===== src/rtl/tdot_pkg.sv =====
package tdot_pkg;

  typedef logic [1:0] trit_t;

  localparam trit_t TRIT_ZERO = 2'b00;
  localparam trit_t TRIT_POS  = 2'b01;
  localparam trit_t TRIT_NEG  = 2'b11;

  // Reduction tree registers between the lane inputs and the accumulator.
  localparam int PIPE_DEPTH = 2;

  // Strobes from control to datapath, aligned with the accumulator stage.
  typedef struct packed {
    logic accLoad;
    logic accAdd;
    logic emit;
    logic emitTrit;
  } macStrobe_t;

  // Product of two trit codes; the unused code 2'b10 behaves as zero.
  function automatic logic signed [1:0] tritMul(input trit_t a, input trit_t b);
    logic signed [1:0] r;
    unique case ({a, b})
      {TRIT_POS, TRIT_POS}, {TRIT_NEG, TRIT_NEG}: r = 2'sb01;
      {TRIT_POS, TRIT_NEG}, {TRIT_NEG, TRIT_POS}: r = 2'sb11;
      default:                                    r = 2'sb00;
    endcase
    return r;
  endfunction

endpackage


===== src/rtl/tdot_ctrl.sv =====
module tdot_ctrl
  import tdot_pkg::*;
#(
  parameter int LANES   = 8,
  parameter int MAX_LEN = 1024,
  parameter int LEN_W   = $clog2(MAX_LEN + 1)
) (
  input  logic             clk,
  input  logic             rstN,
  input  logic             inValid,
  input  logic             inStart,
  input  logic             inLast,
  input  logic [LEN_W-1:0] inLength,
  input  logic             inTritReq,
  output logic [LANES-1:0] laneMask,
  output macStrobe_t       strobe
);

  localparam logic [LEN_W-1:0] MAX_LEN_C = LEN_W'(MAX_LEN);
  localparam logic [LEN_W-1:0] LANES_C   = LEN_W'(LANES);

  logic [LEN_W-1:0] remReg;
  logic [LEN_W-1:0] remNow;
  logic [LEN_W-1:0] lenClamped;

  always_comb begin
    lenClamped = (inLength > MAX_LEN_C) ? MAX_LEN_C : inLength;
    remNow     = inStart ? lenClamped : remReg;
  end

  for (genvar i = 0; i < LANES; i++) begin : g_mask
    assign laneMask[i] = inValid && (remNow > LEN_W'(i));
  end

  always_ff @(posedge clk) begin
    if (!rstN) begin
      remReg <= '0;
    end else if (inValid) begin
      remReg <= (remNow > LANES_C) ? remNow - LANES_C : '0;
    end
  end

  // Beat attributes travel alongside the tree stages.
  logic [PIPE_DEPTH-1:0] vldP, stP, lstP, reqP;

  always_ff @(posedge clk) begin
    if (!rstN) begin
      vldP <= '0;
      stP  <= '0;
      lstP <= '0;
      reqP <= '0;
    end else begin
      vldP <= {vldP[PIPE_DEPTH-2:0], inValid};
      stP  <= {stP[PIPE_DEPTH-2:0],  inValid & inStart};
      lstP <= {lstP[PIPE_DEPTH-2:0], inValid & inLast};
      reqP <= {reqP[PIPE_DEPTH-2:0], inValid & inLast & inTritReq};
    end
  end

  always_comb begin
    strobe.accLoad  = vldP[PIPE_DEPTH-1] &  stP[PIPE_DEPTH-1];
    strobe.accAdd   = vldP[PIPE_DEPTH-1] & ~stP[PIPE_DEPTH-1];
    strobe.emit     = lstP[PIPE_DEPTH-1];
    strobe.emitTrit = reqP[PIPE_DEPTH-1];
  end

endmodule


===== src/rtl/tdot_datapath.sv =====
module tdot_datapath
  import tdot_pkg::*;
#(
  parameter int LANES = 8,
  parameter int GROUP = 4,
  parameter int ACC_W = 12
) (
  input  logic               clk,
  input  logic               rstN,
  input  logic [2*LANES-1:0] inWeight,
  input  logic [2*LANES-1:0] inAct,
  input  logic [LANES-1:0]   laneMask,
  input  macStrobe_t         strobe,
  output logic               outValid,
  output logic [ACC_W-1:0]   outAcc,
  output logic               outTritValid,
  output trit_t              outTrit
);

  localparam int NGROUPS = (LANES + GROUP - 1) / GROUP;
  localparam int NPAD    = NGROUPS * GROUP;
  localparam int GW      = $clog2(GROUP + 1) + 1;
  localparam int SW      = $clog2(LANES + 1) + 1;

  // Lane products, padded with zero lanes to fill the last group.
  logic signed [1:0] prodPad [NPAD];

  for (genvar p = 0; p < NPAD; p++) begin : g_lane
    if (p < LANES) begin : g_real
      assign prodPad[p] = laneMask[p] ? tritMul(inWeight[2*p +: 2], inAct[2*p +: 2]) : 2'sb00;
    end else begin : g_pad
      assign prodPad[p] = 2'sb00;
    end
  end

  // Tree stage 1: one compressor per group.
  logic signed [GW-1:0] grpSum [NGROUPS];
  logic signed [GW-1:0] grpReg [NGROUPS];

  always_comb begin
    for (int g = 0; g < NGROUPS; g++) begin
      grpSum[g] = '0;
      for (int k = 0; k < GROUP; k++) begin
        grpSum[g] = grpSum[g] + GW'(prodPad[g*GROUP + k]);
      end
    end
  end

  always_ff @(posedge clk) begin
    for (int g = 0; g < NGROUPS; g++) begin
      if (!rstN) grpReg[g] <= '0;
      else       grpReg[g] <= grpSum[g];
    end
  end

  // Tree stage 2: combine the group sums.
  logic signed [SW-1:0] totSum;
  logic signed [SW-1:0] totReg;

  always_comb begin
    totSum = '0;
    for (int g = 0; g < NGROUPS; g++) begin
      totSum = totSum + SW'(grpReg[g]);
    end
  end

  always_ff @(posedge clk) begin
    if (!rstN) totReg <= '0;
    else       totReg <= totSum;
  end

  // Accumulator stage.
  logic signed [ACC_W-1:0] acc;

  always_ff @(posedge clk) begin
    if (!rstN) begin
      acc          <= '0;
      outValid     <= 1'b0;
      outTritValid <= 1'b0;
    end else begin
      if (strobe.accLoad)     acc <= ACC_W'(totReg);
      else if (strobe.accAdd) acc <= acc + ACC_W'(totReg);
      outValid     <= strobe.emit;
      outTritValid <= strobe.emitTrit;
    end
  end

  assign outAcc = acc;

  always_comb begin
    if (!outTritValid)      outTrit = TRIT_ZERO;
    else if (acc == '0)     outTrit = TRIT_ZERO;
    else if (acc < 0)       outTrit = TRIT_NEG;
    else                    outTrit = TRIT_POS;
  end

endmodule


===== src/rtl/tdot_mac.sv =====
module tdot_mac
  import tdot_pkg::*;
#(
  parameter int LANES   = 8,
  parameter int GROUP   = 4,
  parameter int MAX_LEN = 1024,
  parameter int LEN_W   = $clog2(MAX_LEN + 1),
  parameter int ACC_W   = $clog2(MAX_LEN + 1) + 1
) (
  input  logic               clk,
  input  logic               rstN,
  input  logic               inValid,
  input  logic               inStart,
  input  logic               inLast,
  input  logic [LEN_W-1:0]   inLength,
  input  logic               inTritReq,
  input  logic [2*LANES-1:0] inWeight,
  input  logic [2*LANES-1:0] inAct,
  output logic               outValid,
  output logic [ACC_W-1:0]   outAcc,
  output logic               outTritValid,
  output logic [1:0]         outTrit
);

  logic [LANES-1:0] laneMask;
  macStrobe_t       strobe;

  tdot_ctrl #(
    .LANES  (LANES),
    .MAX_LEN(MAX_LEN),
    .LEN_W  (LEN_W)
  ) u_ctrl (
    .clk      (clk),
    .rstN     (rstN),
    .inValid  (inValid),
    .inStart  (inStart),
    .inLast   (inLast),
    .inLength (inLength),
    .inTritReq(inTritReq),
    .laneMask (laneMask),
    .strobe   (strobe)
  );

  tdot_datapath #(
    .LANES(LANES),
    .GROUP(GROUP),
    .ACC_W(ACC_W)
  ) u_datapath (
    .clk         (clk),
    .rstN        (rstN),
    .inWeight    (inWeight),
    .inAct       (inAct),
    .laneMask    (laneMask),
    .strobe      (strobe),
    .outValid    (outValid),
    .outAcc      (outAcc),
    .outTritValid(outTritValid),
    .outTrit     (outTrit)
  );

endmodule


===== config.mk =====
export PLATFORM = sky130hd
export DESIGN_NAME = tdot_mac
export DESIGN_NICKNAME = d
export VERILOG_FILES = /design/src/rtl/tdot_pkg.sv /design/src/rtl/tdot_ctrl.sv /design/src/rtl/tdot_datapath.sv /design/src/rtl/tdot_mac.sv
export SDC_FILE = /design/constraint.sdc
export NUM_CORES = 1
export LEC_CHECK = 0
export BUFFER_PORTS_ARGS = -buffer_cell sky130_fd_sc_hd__buf_2
export CAP_MARGIN = 20
export CORE_MARGIN = 4
export CORE_UTILIZATION = 30
export DETAILED_ROUTE_END_ITERATION = 7
export GPL_TIMING_DRIVEN = 0
export SYNTH_ARGS = -nofsm -noshare
export SYNTH_HDL_FRONTEND = slang
export SYNTH_SLANG_ARGS = --single-unit

===== constraint.sdc =====
create_clock -name clk -period 5.01 [get_ports clk]
set_clock_uncertainty 0.05 [all_clocks]
set_input_delay 0.7515 -clock clk [delete_from_list [all_inputs] [get_ports clk]]
set_output_delay 0.7515 -clock clk [all_outputs]
set_load 0.005 [all_outputs]

Word-level counts from Yosys, hierarchy flattened
Memory sizes are Yosys's and may differ from the RTL's.
Cells that the tools add are included.
Word-level totals
  register bits: 38
  latch bits: 0
  bits in writable memories: 8
  memory bits (read-only): 0
  output and inout port bits: 16
  word-level logic and storage cells: 124
  memories kept: 1
Operators by class
  $add $sub $neg: 9
  $mul: 0
  div/mod/pow operators: 0
  magnitude comparators: 11
  equal/unequal tests: 32
  shift-type cells: 0
  muxes and demuxes: 28
  bitwise operators: 8
  reduce and logical (&&, ||, !) cells: 26
Memory list
  u_datapath.grpReg: words 2, bits a word 4, rd ports 2, clocked after memory_dff 0, wr ports 2, RTL line tdot_datapath.sv:38  | logic signed [GW-1:0] grpReg [NGROUPS];
Operator list (count)
  4-bit by 3-bit == test with 1-bit output (second input constant): 16
  4-bit == test (second input constant): 16
  11-bit by 3-bit > comparator with 1-bit output (second input constant): 4
  11-bit 2-to-1 mux: 3
  2-bit one-hot mux with 2 select lines: 8
  2-bit OR reduction: 16
  12-bit 2-to-1 mux: 2
  11-bit by 1-bit > comparator with 1-bit output (second input constant): 2
  11-bit by 2-bit > comparator with 1-bit output (second input constant): 2
  2-bit 2-to-1 mux: 11
  12-bit by 5-bit adder with 12-bit output: 1
  12-bit zero test: 1
  12-bit by 1-bit less-than comparator with 1-bit output (second input constant): 1
  11-bit > comparator (second input constant): 1
  11-bit by 4-bit > comparator with 1-bit output (second input constant): 1
  11-bit by 4-bit subtractor with 11-bit output (second input constant): 1
  3-bit by 2-bit adder with 4-bit output: 2
  4-bit by 2-bit adder with 4-bit output: 2
  1-bit logical AND: 8
  4-bit 2-to-1 mux: 2
  2-bit by 2-bit adder with 3-bit output: 2
  4-bit by 4-bit adder with 5-bit output: 1
  1-bit AND: 5
  1-bit 2-to-1 mux: 2
  3 further kinds: 4

Longest topological paths before layout
  depth after elaboration: 10
  depth in mapped cells: 17

Modules after synthesis
Synthesis repeated with hierarchy kept, for this count alone.
Unflattened totals
  cells, all modules: 362
  area total of the unflattened synthesis: 3216.8 µm²
Modules (own cells, without submodules)
  tdot_datapath: times used 1, cells an instance 222, area each 2011.9 µm², sequential area each 540.5 µm²
  tdot_ctrl: times used 1, cells an instance 140, area each 1204.9 µm², sequential area each 380.4 µm²

Worst setup path before layout
OpenSTA, ideal clock, no wires.
  path kind: in2reg
  start point: input port inStart
  end point: memory u_datapath.grpReg[1][3] in the netlist's numbering
  setup time: 0.128 ns
  arrival time: 4.194 ns
  path slack: 0.638 ns
  stages on the path: 15
  path buffers: 0
  cell sequence: and3b_1 -> a21oi_1 -> ha_1 -> and2_1 -> nand3_1 -> a221o_1 -> nand2b_1 -> fa_1 -> fa_1 -> inv_1 -> ha_1 -> fa_1 -> xnor2_1 -> xnor2_1 -> nor2_1
RTL lines
  start, declared: RTL line tdot_mac.sv:13  | input logic inStart,
  end, declared: RTL line tdot_datapath.sv:38

==> flow_summary.toml <==
[outcome]
status = "complete, no violations"

[global_routing]
grt_pass1_vias = 3034
top_usage_layer = "met2"
grt.overflow.total = 0
grt_pass1_wl_mm = 13.7
grtUsageTotal = 0.127
gr-usage-met2 = 0.223
grt_use_met1 = 0.165
met3_usage = 0.0226
grt_antenna_before_repair = 0
grt_max_degree = 16

[critical_path]
rr_worst_depth = 15
path_cells = "buf_2, and3b_1, a21oi_1, ha_1, and2_1, nand3_1, a221o_1, nand2b_1, fa_1, fa_1, inv_1, ha_1, fa_1, xnor2_1, xnor2_1, nor2_1"
worst_path_largest_cell_delay_ps = 550
critPathTopFamily = "adder cells"
critPathSlowestCell = "fa_1"
cp-start-kind = "input port"
reg2reg_slack_ps = 850
crit_path_end = "u_datapath.grpReg[1][3]"
cp-end-kind = "flip-flop"
crit_start = "inLength[10]"
required_ps = 5130
path_buf_inv = 2
crit_top_cell = "fa_1"
r2r_end = "u_datapath.grpReg[1][3]"
crit_type = "in2reg"
r2r-start = "u_ctrl.remReg[5]"
cp.arrival_ps = 4700
worst-path-max-fanout = 9
worstSetupPathDepth = 16

[place]
place_inst = 586
post-place-ws_ps = 4.30
gp_congestion = 0.847
placed_cell_area_sq_um = 3770
dp_hpwl_mm = 6.37
numPortBuffers = 64

[power_and_ir_drop]
ir_drop_mv = 0.158
leakage_nw = 1.67
fin_total_pwr_uw = 941
powerDensity_nw_per_um2 = 242

[cts]
worst_skew_pair.late_latency_ps = 290
cts_tree = "yes"
cts_root_buffer = "clkbuf_8"
cts-hold-fix-buffers = 0
clock_sinks = 46
clk_path_buf_depth = 2
cts_buffers = 5
cts_max_level = 2
clk_pin_slew_ps = 80

[floorplanning]
core_sq_um = 10500
rows = 37
dieHeight_microns = 113
die_x_microns = 113
ios = 65
start_util = 0.313
die-area_sq_um = 12700

[synth]
yosys_warnings = 0
postSynthCellCount = 386
synth_nets = 468
yosys.cell_count.top_type = "dfxtp_1"
seq_area_frac_synth = 0.281
ys_top_cells_by_count = "dfxtp_1 (46), nor2_1 (43), inv_1 (24)"
async_reset_ff_frac = 0
yosysTopAreaCellShare = 0.281
ys_types = 55
synth_enable_flop_cells = 0
synth_area_leader_cell = "dfxtp_1"
ys.flop_type = "dfxtp_1"
synth.area.top_cells = "dfxtp_1 (28%), ha_1 (8.0%), fa_1 (7.3%)"
synth_seq_cells = 46
postSynthAreaPerCell_sq_um = 8.49
syn_area_sq_um = 3280

[timing]
timing.fmax_ghz = 0.218
tightest_slew_ps = 551
fin_crit_sh = 0.915
maxSlewViolCount = 0
setup_viol = 0
slew_headroom = 0.632
fin_tns_setup_ps = 0
fin_crit_ps = 4590
rsz0062_at_grt = "no"
hold_violations = 0
fin_ws_ps = 424

[hold_path]
hp-class = "reg2reg"

[route]
wl_mm = 7.83
wl_per_cell_microns = 13.2
vias = 2987
vias_per_cell = 5.03
ant_nets = 0
drt_iter0_drc = 161
first_pass_iters = 4
drc = 0

[finish]
drive_gt1_frac = 0.186
syn_to_final_growth_pct = 18.7
diodes = 0
fin_cells = 594
layout.nets = 539
finalInstanceArea_sq_um = 3890

[flow_run]
drv_cap = 0
==> timing repair <==
item / in CTS / in global routing
endpoints found under the setup margin: 0 / 2
gates resized for setup: 0 / 1
setup buffers: 0 / 0
==> state kept, by name, summed over array words and instances (netlist names) <==
register and flops:
u_datapath.totReg 5, u_datapath.outAcc 12, u_ctrl.lstP 2, u_ctrl.remReg 11, u_ctrl.stP 2, u_datapath.grpReg 8
u_ctrl.vldP 2, u_datapath.outValid 1, u_ctrl.reqP 2, u_datapath.outTritValid 1
==> where the power goes <==
| group | leakage [nW] | switching, mW | internal [mW] | total, mW |
|---|---|---|---|---|
| clock network | 0.0585 | 0.126 | 0.150 | 0.275 |
| registers | 0.376 | 0.0230 | 0.392 | 0.415 |
| logic | 1.23 | 0.136 | 0.115 | 0.251 |
| total | 1.67 | 0.284 | 0.657 | 0.941 |
==> logic make-up (layout without fill, tap and decap cells) <==
kind of cell,after synthesis,count (layout),synth area share
multiplexers,5,5,0.0153
XOR/XNOR,23,23,0.0615
buffers and inverters,38,110,0.0512
AND/OR/NAND/NOR,150,150,0.242
flip-flops,46,46,0.281
adder cells (fa/ha/maj),33,33,0.153
AO/OA/AOI/OAI,91,91,0.195
==> layout by cell type, fill, tap and decap left out, types with 13 or more instances in the layout <==
cell     instances
nand3_1         13
o21ai_0         18
nand2_1         18
a21oi_1         21
dfxtp_1         46
xor2_1          13
ha_1            21
inv_1           24
buf_2           66
nor2_1          43
and2_1          18
==> area by class of cell <==
type / count / area (sq um)
inverters: 24 / 90.1
repair buffers: 64 / 320
clock buffers: 5 / 68.8
multi-input cells: 302 / 2200
well taps: 136 / 170
plain buffers: 14 / 77.6
clock inverters: 3 / 43.8
fillers: 1132 / 6570
flip-flops and latches: 46 / 921
==> how the worst min path moves through the flow <==
stage,start,end,slack [ps],cells past startpoint
after floorplan,u_ctrl.lstP[1],u_datapath.outValid,360,1
after global placement,u_ctrl.stP[0],u_ctrl.stP[1],360,1
after detailed placement,u_ctrl.lstP[0],u_ctrl.lstP[1],370,1
after CTS,u_ctrl.reqP[1],u_datapath.outTritValid,390,1
after global routing,u_ctrl.reqP[1],u_datapath.outTritValid,400,1
final,u_ctrl.stP[0],u_ctrl.stP[1],390,1
==> per-layer routing <==
layer,share of wire,routed length (microns)
met5,0,0
met4,0.0068,53
met3,0.057,444
met2,0.47,3710
met1,0.46,3620
==> per-stage QoR <==
stage	hold slack (ps)	utilization
global placement	365	0.360
finish	387	0.372
detailed placement	368	0.360
floorplan	362	-
global route	399	0.372
CTS	389	0.371
No activity file was read; power rests on OpenSTA's default activity.
